<file path="config.mk">
export PLATFORM = sky130hd
export DESIGN_NAME = clken_bank
export DESIGN_NICKNAME = d
export VERILOG_FILES = /design/src/rtl/clken_pkg.sv /design/src/rtl/clken_chan.sv /design/src/rtl/clken_run_ctl.sv /design/src/rtl/clken_bank.sv
export SDC_FILE = /design/constraint.sdc
export NUM_CORES = 1
export LEC_CHECK = 0
export BUFFER_PORTS_ARGS = -buffer_cell sky130_fd_sc_hd__buf_2
export CORE_ASPECT_RATIO = 0.75
export CORE_UTILIZATION = 30
export CTS_BUF_LIST = sky130_fd_sc_hd__clkbuf_4 sky130_fd_sc_hd__clkbuf_8
export CTS_CLUSTER_DIAMETER = 80
export DETAILED_ROUTE_END_ITERATION = 10
export SLEW_MARGIN = 15
export SYNTH_ARGS = -nofsm -noshare
export SYNTH_HDL_FRONTEND = slang
export SYNTH_SLANG_ARGS = --single-unit
</file>
<file path="constraint.sdc">
create_clock -name clk -period 4.5 [get_ports clk]
set_input_delay 0.9 -clock clk [delete_from_list [all_inputs] [get_ports clk]]
set_output_delay 0.9 -clock clk [all_outputs]
set_load 0.05 [all_outputs]
</file>
<file path="src/rtl/clken_pkg.sv">
// Package: shared sizing constants for the clock-enable divider bank.
// Assumes: divisors are fixed point with FRAC_W fractional bits.
package clken_pkg;
    localparam int CK_NCH    = 4;
    localparam int CK_INT_W  = 16;
    localparam int CK_FRAC_W = 8;
endpackage

</file>
<file path="src/rtl/clken_chan.sv">
// Module: one fractional clock-enable generator.
// Holds its own divisor and a phase in 1/2**FRAC_W units. Each cycle it adds
// one unit cycle to the phase and pulses when the phase reaches the divisor.
// Assumes: clr and div_we are single-cycle strobes, sampled at the edge.
module clken_chan #(
    parameter int INT_W  = clken_pkg::CK_INT_W,
    parameter int FRAC_W = clken_pkg::CK_FRAC_W
) (
    input  logic              clk,
    input  logic              rst_n,
    input  logic              div_we,
    input  logic [INT_W-1:0]  div_int,
    input  logic [FRAC_W-1:0] div_frac,
    input  logic              clr,
    output logic              tick
);
    localparam int PH_W = INT_W + FRAC_W + 1;
    localparam logic [PH_W-1:0] ONE  = PH_W'(1) << FRAC_W;
    localparam logic [PH_W-1:0] FULL = PH_W'(1) << (INT_W + FRAC_W);

    logic [INT_W-1:0]  int_q;
    logic [FRAC_W-1:0] frac_q;
    logic [PH_W-1:0]   phase_q;
    logic [PH_W-1:0]   dfix;
    logic [PH_W-1:0]   sum;
    logic [PH_W-1:0]   rem;

    // Effective divisor: whole 0 means the maximum, below 1.0 clamps to 1.0.
    always_comb begin
        if (int_q == '0 && frac_q == '0)
            dfix = FULL;
        else if (int_q == '0)
            dfix = ONE;
        else
            dfix = {1'b0, int_q, frac_q};
    end

    // Candidate phase, pulse decision and excess.
    always_comb begin
        sum  = phase_q + ONE;
        tick = (sum >= dfix);
        rem  = sum - dfix;
    end

    // Divisor register: a write takes effect from the next update.
    always_ff @(posedge clk) begin
        if (!rst_n) begin
            int_q  <= INT_W'(1);
            frac_q <= '0;
        end else if (div_we) begin
            int_q  <= div_int;
            frac_q <= div_frac;
        end
    end

    // Phase accumulator: restart wins, otherwise advance and wrap.
    always_ff @(posedge clk) begin
        if (!rst_n)
            phase_q <= '0;
        else if (clr)
            phase_q <= '0;
        else if (tick)
            phase_q <= (rem >= ONE) ? '0 : rem;
        else
            phase_q <= sum;
    end

    // a restart leaves a zero phase.
    a_r6_restart_zero: assert property (@(posedge clk) disable iff (!rst_n)
        clr |=> (phase_q == '0));

    // with a divisor of 2.0 or more, a pulse is never followed by another.
    a_r2_single_cycle: assert property (@(posedge clk) disable iff (!rst_n)
        (tick && !div_we && dfix >= (ONE << 1)) |=> !tick);

    // a normal wrap keeps the excess below one cycle.
    a_r4_excess_bounded: assert property (@(posedge clk) disable iff (!rst_n)
        (tick && !clr) |=> (phase_q < ONE));
endmodule

</file>
<file path="src/rtl/clken_run_ctl.sv">
// Module: run register of the engines.
// Loads from run_val on run_we, then ORs in start_mask on the same edge.
// Assumes: the strobes are sampled only at the clock edge.
module clken_run_ctl #(
    parameter int NCH = clken_pkg::CK_NCH
) (
    input  logic           clk,
    input  logic           rst_n,
    input  logic           run_we,
    input  logic [NCH-1:0] run_val,
    input  logic [NCH-1:0] start_mask,
    output logic [NCH-1:0] run
);
    logic [NCH-1:0] base;

    // Value before the start bits are merged in.
    always_comb base = run_we ? run_val : run;

    // Run register update.
    always_ff @(posedge clk) begin
        if (!rst_n)
            run <= '0;
        else
            run <= base | start_mask;
    end

    // started channels are running after the edge.
    a_r9_start_sets: assert property (@(posedge clk) disable iff (!rst_n)
        (start_mask != '0) |=> ((run & $past(start_mask)) == $past(start_mask)));

    // a plain load takes the written value.
    a_r8_load: assert property (@(posedge clk) disable iff (!rst_n)
        (run_we && start_mask == '0) |=> (run == $past(run_val)));
endmodule

</file>
<file path="src/rtl/clken_bank.sv">
// Module: bank of NCH fractional clock-enable generators with a run register.
// Dividers run freely. Engine enables are the pulses gated by the run bits.
// Assumes: div_sel addresses an existing channel.
module clken_bank #(
    parameter int NCH    = clken_pkg::CK_NCH,
    parameter int INT_W  = clken_pkg::CK_INT_W,
    parameter int FRAC_W = clken_pkg::CK_FRAC_W
) (
    input  logic                   clk,
    input  logic                   rst_n,
    input  logic                   div_we,
    input  logic [$clog2(NCH)-1:0] div_sel,
    input  logic [INT_W-1:0]       div_int,
    input  logic [FRAC_W-1:0]      div_frac,
    input  logic [NCH-1:0]         restart_mask,
    input  logic                   run_we,
    input  logic [NCH-1:0]         run_val,
    input  logic [NCH-1:0]         start_mask,
    output logic [NCH-1:0]         tick,
    output logic [NCH-1:0]         eng_en,
    output logic [NCH-1:0]         run
);
    localparam int SEL_W = $clog2(NCH);

    logic [NCH-1:0] clr;

    // Restart comes from either the plain or the combined command.
    always_comb clr = restart_mask | start_mask;

    for (genvar g = 0; g < NCH; g++) begin : g_ch
        clken_chan #(.INT_W(INT_W), .FRAC_W(FRAC_W)) u_ch (
            .clk      (clk),
            .rst_n    (rst_n),
            .div_we   (div_we && (div_sel == SEL_W'(g))),
            .div_int  (div_int),
            .div_frac (div_frac),
            .clr      (clr[g]),
            .tick     (tick[g])
        );
    end

    clken_run_ctl #(.NCH(NCH)) u_run (
        .clk        (clk),
        .rst_n      (rst_n),
        .run_we     (run_we),
        .run_val    (run_val),
        .start_mask (start_mask),
        .run        (run)
    );

    // Engine enables.
    always_comb eng_en = tick & run;

    // an engine never sees an enable without a divider pulse.
    a_r8_gated: assert property (@(posedge clk) disable iff (!rst_n)
        (eng_en & ~tick) == '0);
endmodule

</file>
Word level (Yosys, flattened, before mapping). Index checks and enable logic that the tools add are counted. W data, S select, Z words.

Register bits: 200. Input port bits: 42. Logic and storage cells: 74.

Add/subtract/negate cells: 8. Order comparisons: 8. Equality and inequality tests: 3. Mux-type cells: 17. Bitwise logic cells: 4. Reductions and logical operators: 21.

Operators with widths (number): $mux W25 (12); $add A25 B9 Y25 const B (4); $ge A25 B25 Y1 (4); $ge A25 B9 Y1 const B (4); $sub A25 B25 Y25 (4); $mux W24 (4); $logic_not A16 Y1 (4); $logic_not A8 Y1 (4); $logic_and A1 B1 Y1 (8); $or A4 B4 Y4 (2); $reduce_or A2 Y1 (4); $and A4 B4 Y4 (1); $eq A2 B2 Y1 const B (2); $mux W4 (1); $eq A2 B1 Y1 const B (1); $logic_not A2 Y1 (1); $not A1 Y1 (1).

Depth between registers and ports, before layout. Gate-level depths: netlist of run 1.

Depth in word-level cells: 7. Gate-level depth with buffers: 18. Gate-level depth less buffers: 16.

Modules after synthesis. Synthesis of run 1 repeated with hierarchy kept, for this count alone.

Cell total of the unflattened synthesis: 1848. Area, all modules: 15038.2 um2.

By module, submodules not included: clken_chan (g_ch[1].u_ch ...) (instances 2, cells each 456, area each 3646.0 um2, sequential area each 980.9 um2); clken_chan (g_ch[3].u_ch) (instances 1, cells each 452, area each 3816.2 um2, sequential area each 980.9 um2); clken_chan (g_ch[0].u_ch) (instances 1, cells each 460, area each 3687.3 um2, sequential area each 980.9 um2); clken_run_ctl (instances 1, cells each 12, area each 155.1 um2, sequential area each 80.1 um2); clken_bank (instances 1, cells each 12, area each 87.6 um2, sequential area each 0.0 um2).

Worst setup path after synthesis of run 1. Ideal clock, no wire load.

Path kind: reg-to-output. From: reg g_ch[3].u_ch.phase_q[10]. To: out eng_en[3]. Data arrival time: 3.413 ns. Required time: 3.600 ns. Setup slack: 0.187 ns. Stages on the path, launching flop included: 15. Cell sequence: dfxtp_1 -> nand3_1 -> nor2_1 -> and3_1 -> nand2_1 -> xnor2_1 -> ha_1 -> clkbuf_1 -> nand2_1 -> nor4_1 -> a311o_1 -> a21o_1 -> a31oi_2 -> clkbuf_2 -> nor2b_1.

Longest elaborated chain between the ends: 3.

Ends and longest elaborated chain: from (decl) (RTL line clken_chan.sv:23) `logic [PH_W-1:0] phase_q;`; from (signal assigned) (RTL line clken_chan.sv:63) `phase_q <= (rem >= ONE) ? '0 : rem;`; from (signal assigned) (RTL line clken_chan.sv:65) `phase_q <= sum;`; $add A25 B9 Y25 (RTL line clken_chan.sv:40) `sum = phase_q + ONE;`; $ge A25 B25 Y1 (RTL line clken_chan.sv:41) `tick = (sum >= dfix);`; $and A4 B4 Y4 (RTL line clken_bank.sv:52) `always_comb eng_en = tick & run;`; to (decl) (RTL line clken_bank.sv:20) `output logic [NCH-1:0] eng_en,`.

No other way between the ends.

Worst setup path in the final report of run 1.
From: reg g_ch[3].u_ch.phase_q[12]. To: out eng_en[3].

The elaborated chain is that of the path after synthesis.

==> reports/results.txt, run 1 <==
DRT antenna net count: 0
initial DRC count: 1175
Synth area leader: dfxtp_1
Final setup viols: 1
violated checks: setup timing
critical path class: reg -> out
worst slew pin tran: 0.984 ns
run status: finished with violations
period utilization: 1.00
Sequential cell area: 0.00407 mm2
via-per-instance ratio: 5.27
root buf cell: clkbuf_8
ranking of synthesized cells by area: dfxtp_1, ha_1, nand2_1, a21boi_0, xnor2_1
dpl hpwl: 32800 um
Max Buffers Root-to-Sink: 2
GPL Wtd Cong: 0.924
core box area: 0.0473 mm2
Die ar.: 0.0488 mm2
worst min path class: reg -> reg
GRT overflow: 0
mux contribution to synthesized area: 0.00906
Required @ worst endpoint: 3.60 ns
DRC violation count after routing: 0
Final Power: 4.60 mW
unrepaired setup endpoints after global routing: true
nets@finish: 2112
largest family of logic cells by synthesized area: simple AND/OR/NAND/NOR gates
routed wire length: 44400 um
most common flop cell mapped by yosys: dfxtp_1
htree depth: 4
post-synthesis cell count: 1829
final cell count without fillers: 2615
final worst slack: -0.00534 ns
Syn Std Cell Area: 0.0144 mm2
worst rel slew slack: 0.342
later-pin clock latency in the skew report: 0.50 ns
slowest CP cell: a221o_1
most frequent cells in the layout: nand2_1, dfxtp_1, buf_4, inv_1, a21boi_0
post-synth cell types: 90
leading cell type in the layout, fill and taps excluded: nand2_1
Slew Limit Fails: 0
Compound-Gate Fraction of Synth Area: 0.232
clk sinks: 200
P_leak: 7.44 nW
PwrDens: 257 mW/mm2
Filler cells: 4878
Post-DP Area: 0.0155 mm2
number of global-route vias before repair: 12701
Initial Util: 0.304
I/O pin count: 54
async set or reset register ratio after synthesis: 0
Critical Path AT: 3.61 ns
Post-synth EDFFs: 0
footprint of the multi-input gates: 0.0108 mm2
post-layout min period: 4.51 ns
Final Cell Area: 0.0179 mm2
pre-CTS WS: 0.131 ns
post-synthesis adder-cell area fraction: 0.0962
largest net degree at the start of global routing: 91
sequential area share after synthesis: 0.279
row cnt: 69
crit path cell chain: nand3_4 > nor2_4 > nand4_1 > buf_4 > nor3_4 > xnor2_2 > ha_4 > nand4_1 > nor4_4 > a221o_1 > a221o_1 > a31oi_4 > buf_6 > nor2b_4 > buf_8
Post-Synth Simple-Gate Area: 0.259
Port Buf Inserts: 53
Final Skew: 0.0175 ns
initial antenna violation count: 4
CP Launch Type: register
chip width: 255 um
TritonRoute pass-1 iters: 6
flops & latches, synth: 200
synth warn: 0
max_cap viols: 0
Post-Synth XOR/XNOR Area: 0.0707
CTS tree: built
vias: 13776
GR Util All Layers: 0.176
CTS Buf Count: 17
per-cell routed wire length: 17.0 um
dpl cells: 2500
first-pass GRT wire length: 67800 um
Hold WS: 0.463 ns
Synth Net Count: 1979
Fmax: 222 MHz
Final Hold Fails: 0
Synth top area share: 0.279
clock slew at reported path FFs: 0.11 ns
mean post-synth cell area: 7.85 um2
Worst setup EP type: primary output
max incr delay on CP: 0.39 ns
Hold-fix buffers, CTS: 0
Worst IR Drop VDD: 0.178 mV
chip height: 191 um
Crit Path Max Fanout: 3
area grow syn2layout: 24.8%
layout cells sized above 1: 0.239
[critical path, delay by kind of cell, from the launching register on]
kind,cells,cell delay (ns)
AOI/OAI and AO/OA,3,0.92
xor gates and xnor gates,1,0.19
adders and majority gates,1,0.27
buffers and inverters,3,0.50
DFF,1,0.37
and+or+nand+nor,7,0.84
[worst paths after layout]
| check | end | startpoint | depth (start not counted) | slack [ns] |
|---|---|---|---|---|
| max reg2reg | g_ch[3].u_ch.phase_q[1] | g_ch[3].u_ch.phase_q[12] | 26 | 0.17 |
| min reg2reg | g_ch[1].u_ch.phase_q[7] | g_ch[1].u_ch.phase_q[7] | 2 | 0.46 |
| min | g_ch[1].u_ch.phase_q[7] | g_ch[1].u_ch.phase_q[7] | 2 | 0.46 |
| max | eng_en[3] | g_ch[3].u_ch.phase_q[12] | 15 | -0.005 |
[registers in the layout (all words and copies together) (netlist names)]
register,cells
g_ch.u_ch.frac_q,32
g_ch.u_ch.int_q,64
g_ch.u_ch.phase_q,100
u_run.run,4
[what timing repair did]
item / in CTS / in global routing
setup buffers: 42 / 41
gates cloned: 1 / 0
pin swaps: 52 / 100
resized for setup: 117 / 188
endpoints found under the setup margin: 8 / 40
[cell type report]
class	count	share of cell area
multi-input combinational	1430	0.604
sequential	200	0.227
timing repair buffer	189	0.0766
tap	639	0.0446
inverter	124	0.0261
clock buffer	18	0.0138
clock inverter	14	0.00740
antenna	1	0.000140
[power by group]
group	leakage (nW)	total [mW]	internal (mW)	switching, mW
combinational	5.61	1.59	0.696	0.891
sequential	1.64	1.84	1.80	0.0372
clock	0.194	1.17	0.425	0.748
total	7.44	4.60	2.92	1.68
[synth_stat cells (6+ instances only)]
master,n
dfxtp_1,200
nor3_1,23
or2_2,8
o31ai_1,11
xnor2_1,75
xor2_1,41
clkbuf_2,6
o21bai_1,14
a21o_1,30
o221ai_1,6
clkbuf_1,54
a21oi_1,90
nand2b_1,15
and4_1,13
o21ai_0,51
and3_1,51
a211oi_1,12
ha_1,104
or3_1,6
buf_2,10
inv_1,124
nor4_1,31
nor3b_1,8
nand4_1,31
a32o_1,8
nor2_1,61
mux2_2,8
o21a_1,27
a21boi_0,97
nor2b_1,19
nand3_1,56
o211ai_1,7
nand2_1,318
a31oi_1,23
a22o_1,18
and2_1,69
[layer usage]
layer  routed length (um)  share of wire  up-vias  global-route usage
li1                     -              -     6737                   -
met1                22300           0.50     6593               0.267
met2                18400           0.41      395               0.254
met3                 3160          0.071       47              0.0316
met4                  571          0.013        4              0.0408
met5                   23        0.00052        -                   0
[stage by stage]
step,util,setup TNS [ns]
floorplan,-,0
global placement,0.328,0
detailed placement,0.328,0
CTS,0.353,0
global route,0.379,-0.911
finish,0.379,-0.00534
[cell families after synthesis]
group           Yosys count
simple gates            733
compound gates          461
flops                   200
buf+inv                 199
xor+xnor                116
fa+ha+maj               108
mux                      12
Note: power is estimated with default switching activity, not from simulation.
==> run 2: changes to the inputs <==
clock period = 3.8 ns   (was 4.5 ns; I/O delays follow)
==> reports/results.txt, run 2 (synthesis gave the netlist of run 1 again) <==
number of global-route vias before repair: 13682
most frequent cells in the layout: nand2_1, buf_4, dfxtp_1, inv_1, a21boi_0
routed wire length: 47200 um
Crit Path Max Fanout: 3
biggest regs: g_ch.u_ch.phase_q x100, g_ch.u_ch.int_q x64, g_ch.u_ch.frac_q x32
hold_sp: start_mask[1]
via-per-instance ratio: 5.22
dpl hpwl: 34400 um
max_cap viols: 0
GPL Wtd Cong: 0.913
largest net degree at the start of global routing: 93
Slew Limit Fails: 0
P_leak: 8.50 nW
Hold WS: 0.445 ns
root buf cell: clkbuf_8
Max Buffers Root-to-Sink: 2
per-cell routed wire length: 16.9 um
Port Buf Inserts: 53
worst hold path depth: 2
chip width: 255 um
Largest Register: g_ch.u_ch.phase_q
Post-DP Area: 0.0171 mm2
initial DRC count: 1262
Filler cells: 4740
PwrDens: 295 mW/mm2
r2r startpoint: g_ch[2].u_ch.int_q[13]
CP Launch Type: register
worst r2r dst: g_ch[2].u_ch.phase_q[7]
CTS tree: built
worst min path class: in -> reg
Worst R2R Setup Slack: -0.15 ns
area grow syn2layout: 37.5%
worst rel slew slack: 0.382
row cnt: 69
initial antenna violation count: 0
htree depth: 4
CTS Buf Count: 17
DRC violation count after routing: 0
vias: 14591
unrepaired setup endpoints after global routing: true
ant diodes: 0
Worst setup startpoint: g_ch[3].u_ch.phase_q[10]
Initial Util: 0.304
Critical Path AT: 3.61 ns
TritonRoute pass-1 iters: 5
worst slew pin tran: 0.924 ns
clock slew at reported path FFs: 0.12 ns
post-layout min period: 4.37 ns
GR Util All Layers: 0.189
GRT overflow: 0
max reg flops: 100
violated checks: setup timing
layout cells sized above 1: 0.330
period utilization: 1.15
Worst setup EP type: primary output
Fmax: 229 MHz
Hold-fix buffers, CTS: 0
DRT antenna net count: 0
leading cell type in the layout, fill and taps excluded: nand2_1
first-pass GRT wire length: 72900 um
Final Power: 5.82 mW
Final Cell Area: 0.0197 mm2
clk sinks: 200
core box area: 0.0473 mm2
Reg2Reg Depth: 22
run status: finished with violations
later-pin clock latency in the skew report: 0.53 ns
Final Hold Fails: 0
Die ar.: 0.0488 mm2
Required @ worst endpoint: 3.04 ns
WHS Endpoint: u_run.run[1]
critical path class: reg -> out
Final Skew: 0.0161 ns
chip height: 191 um
I/O pin count: 54
nets@finish: 2293
Worst IR Drop VDD: 0.178 mV
Final setup viols: 27
final worst slack: -0.574 ns
[run 2: routing by layer]
metal	track usage	share of wire	up-vias
li1	-	-	7102
met1	0.275	0.49	6987
met2	0.283	0.43	462
met3	0.0417	0.066	40
met4	0.0339	0.010	0
met5	0	0	-
[run 2: layout make-up]
cell class / count / area [um2] / share of cell area
Timing Repair Buffer: 370 / 2840 / 0.144
Tap cell: 639 / 800 / 0.0405
Multi-Input combinational cell: 1430 / 11200 / 0.567
Clock inverter: 13 / 138 / 0.00697
Sequential cell: 200 / 4060 / 0.205
Inverter: 124 / 473 / 0.0240
Clock buffer: 19 / 255 / 0.0129
[run 2: worst max path at each step]
stage / cells after the start / slack (ns) / to
global route: 16 / -0.73 / eng_en[3]
detailed placement: 17 / -0.33 / g_ch[2].u_ch.phase_q[5]
floorplan: 15 / 0.005 / tick[3]
CTS: 16 / -0.57 / eng_en[3]
global placement: 17 / -0.35 / g_ch[2].u_ch.phase_q[7]
finish: 16 / -0.57 / eng_en[3]
[run 2: critical path, stage by stage (launching register included)]
cell and delay (ns):
dfxtp_2 0.35, nand3_2 0.09, nor2_2 0.10, buf_4 0.12, and3_4 0.19, nor2b_4 0.16, nand3_2 0.10, xnor2_2 0.17
ha_1 0.32, nand4_1 0.15, nor4_2 0.06, a221o_1 0.33, a221o_1 0.36, a31oi_4 0.25, buf_12 0.16, nor2b_4 0.04
buf_6 0.14
[run 2: what timing repair did]
item | CTS | global route
gates cloned | 1 | 0
pin swaps | 109 | 103
resized for setup | 223 | 148
setup buffers | 55 | 22
endpoints found under the setup margin | 40 | 40
[run 2: report_power, final]
group	internal, mW	leakage (nW)	switching [mW]
clock network	0.566	0.200	0.893
logic	1.04	6.66	1.15
registers	2.13	1.64	0.0362
total	3.74	8.50	2.08
[run 2: stage by stage]
stage,setup slack [ns],std cells,util,setup TNS [ns]
after floorplan,0.00514,1829,-,0
after global placement,-0.355,2694,0.361,-4.19
after detailed placement,-0.330,2694,0.361,-5.76
after CTS,-0.571,2773,0.397,-3.92
after global routing,-0.728,2795,0.417,-11.61
final,-0.574,2795,0.417,-5.11
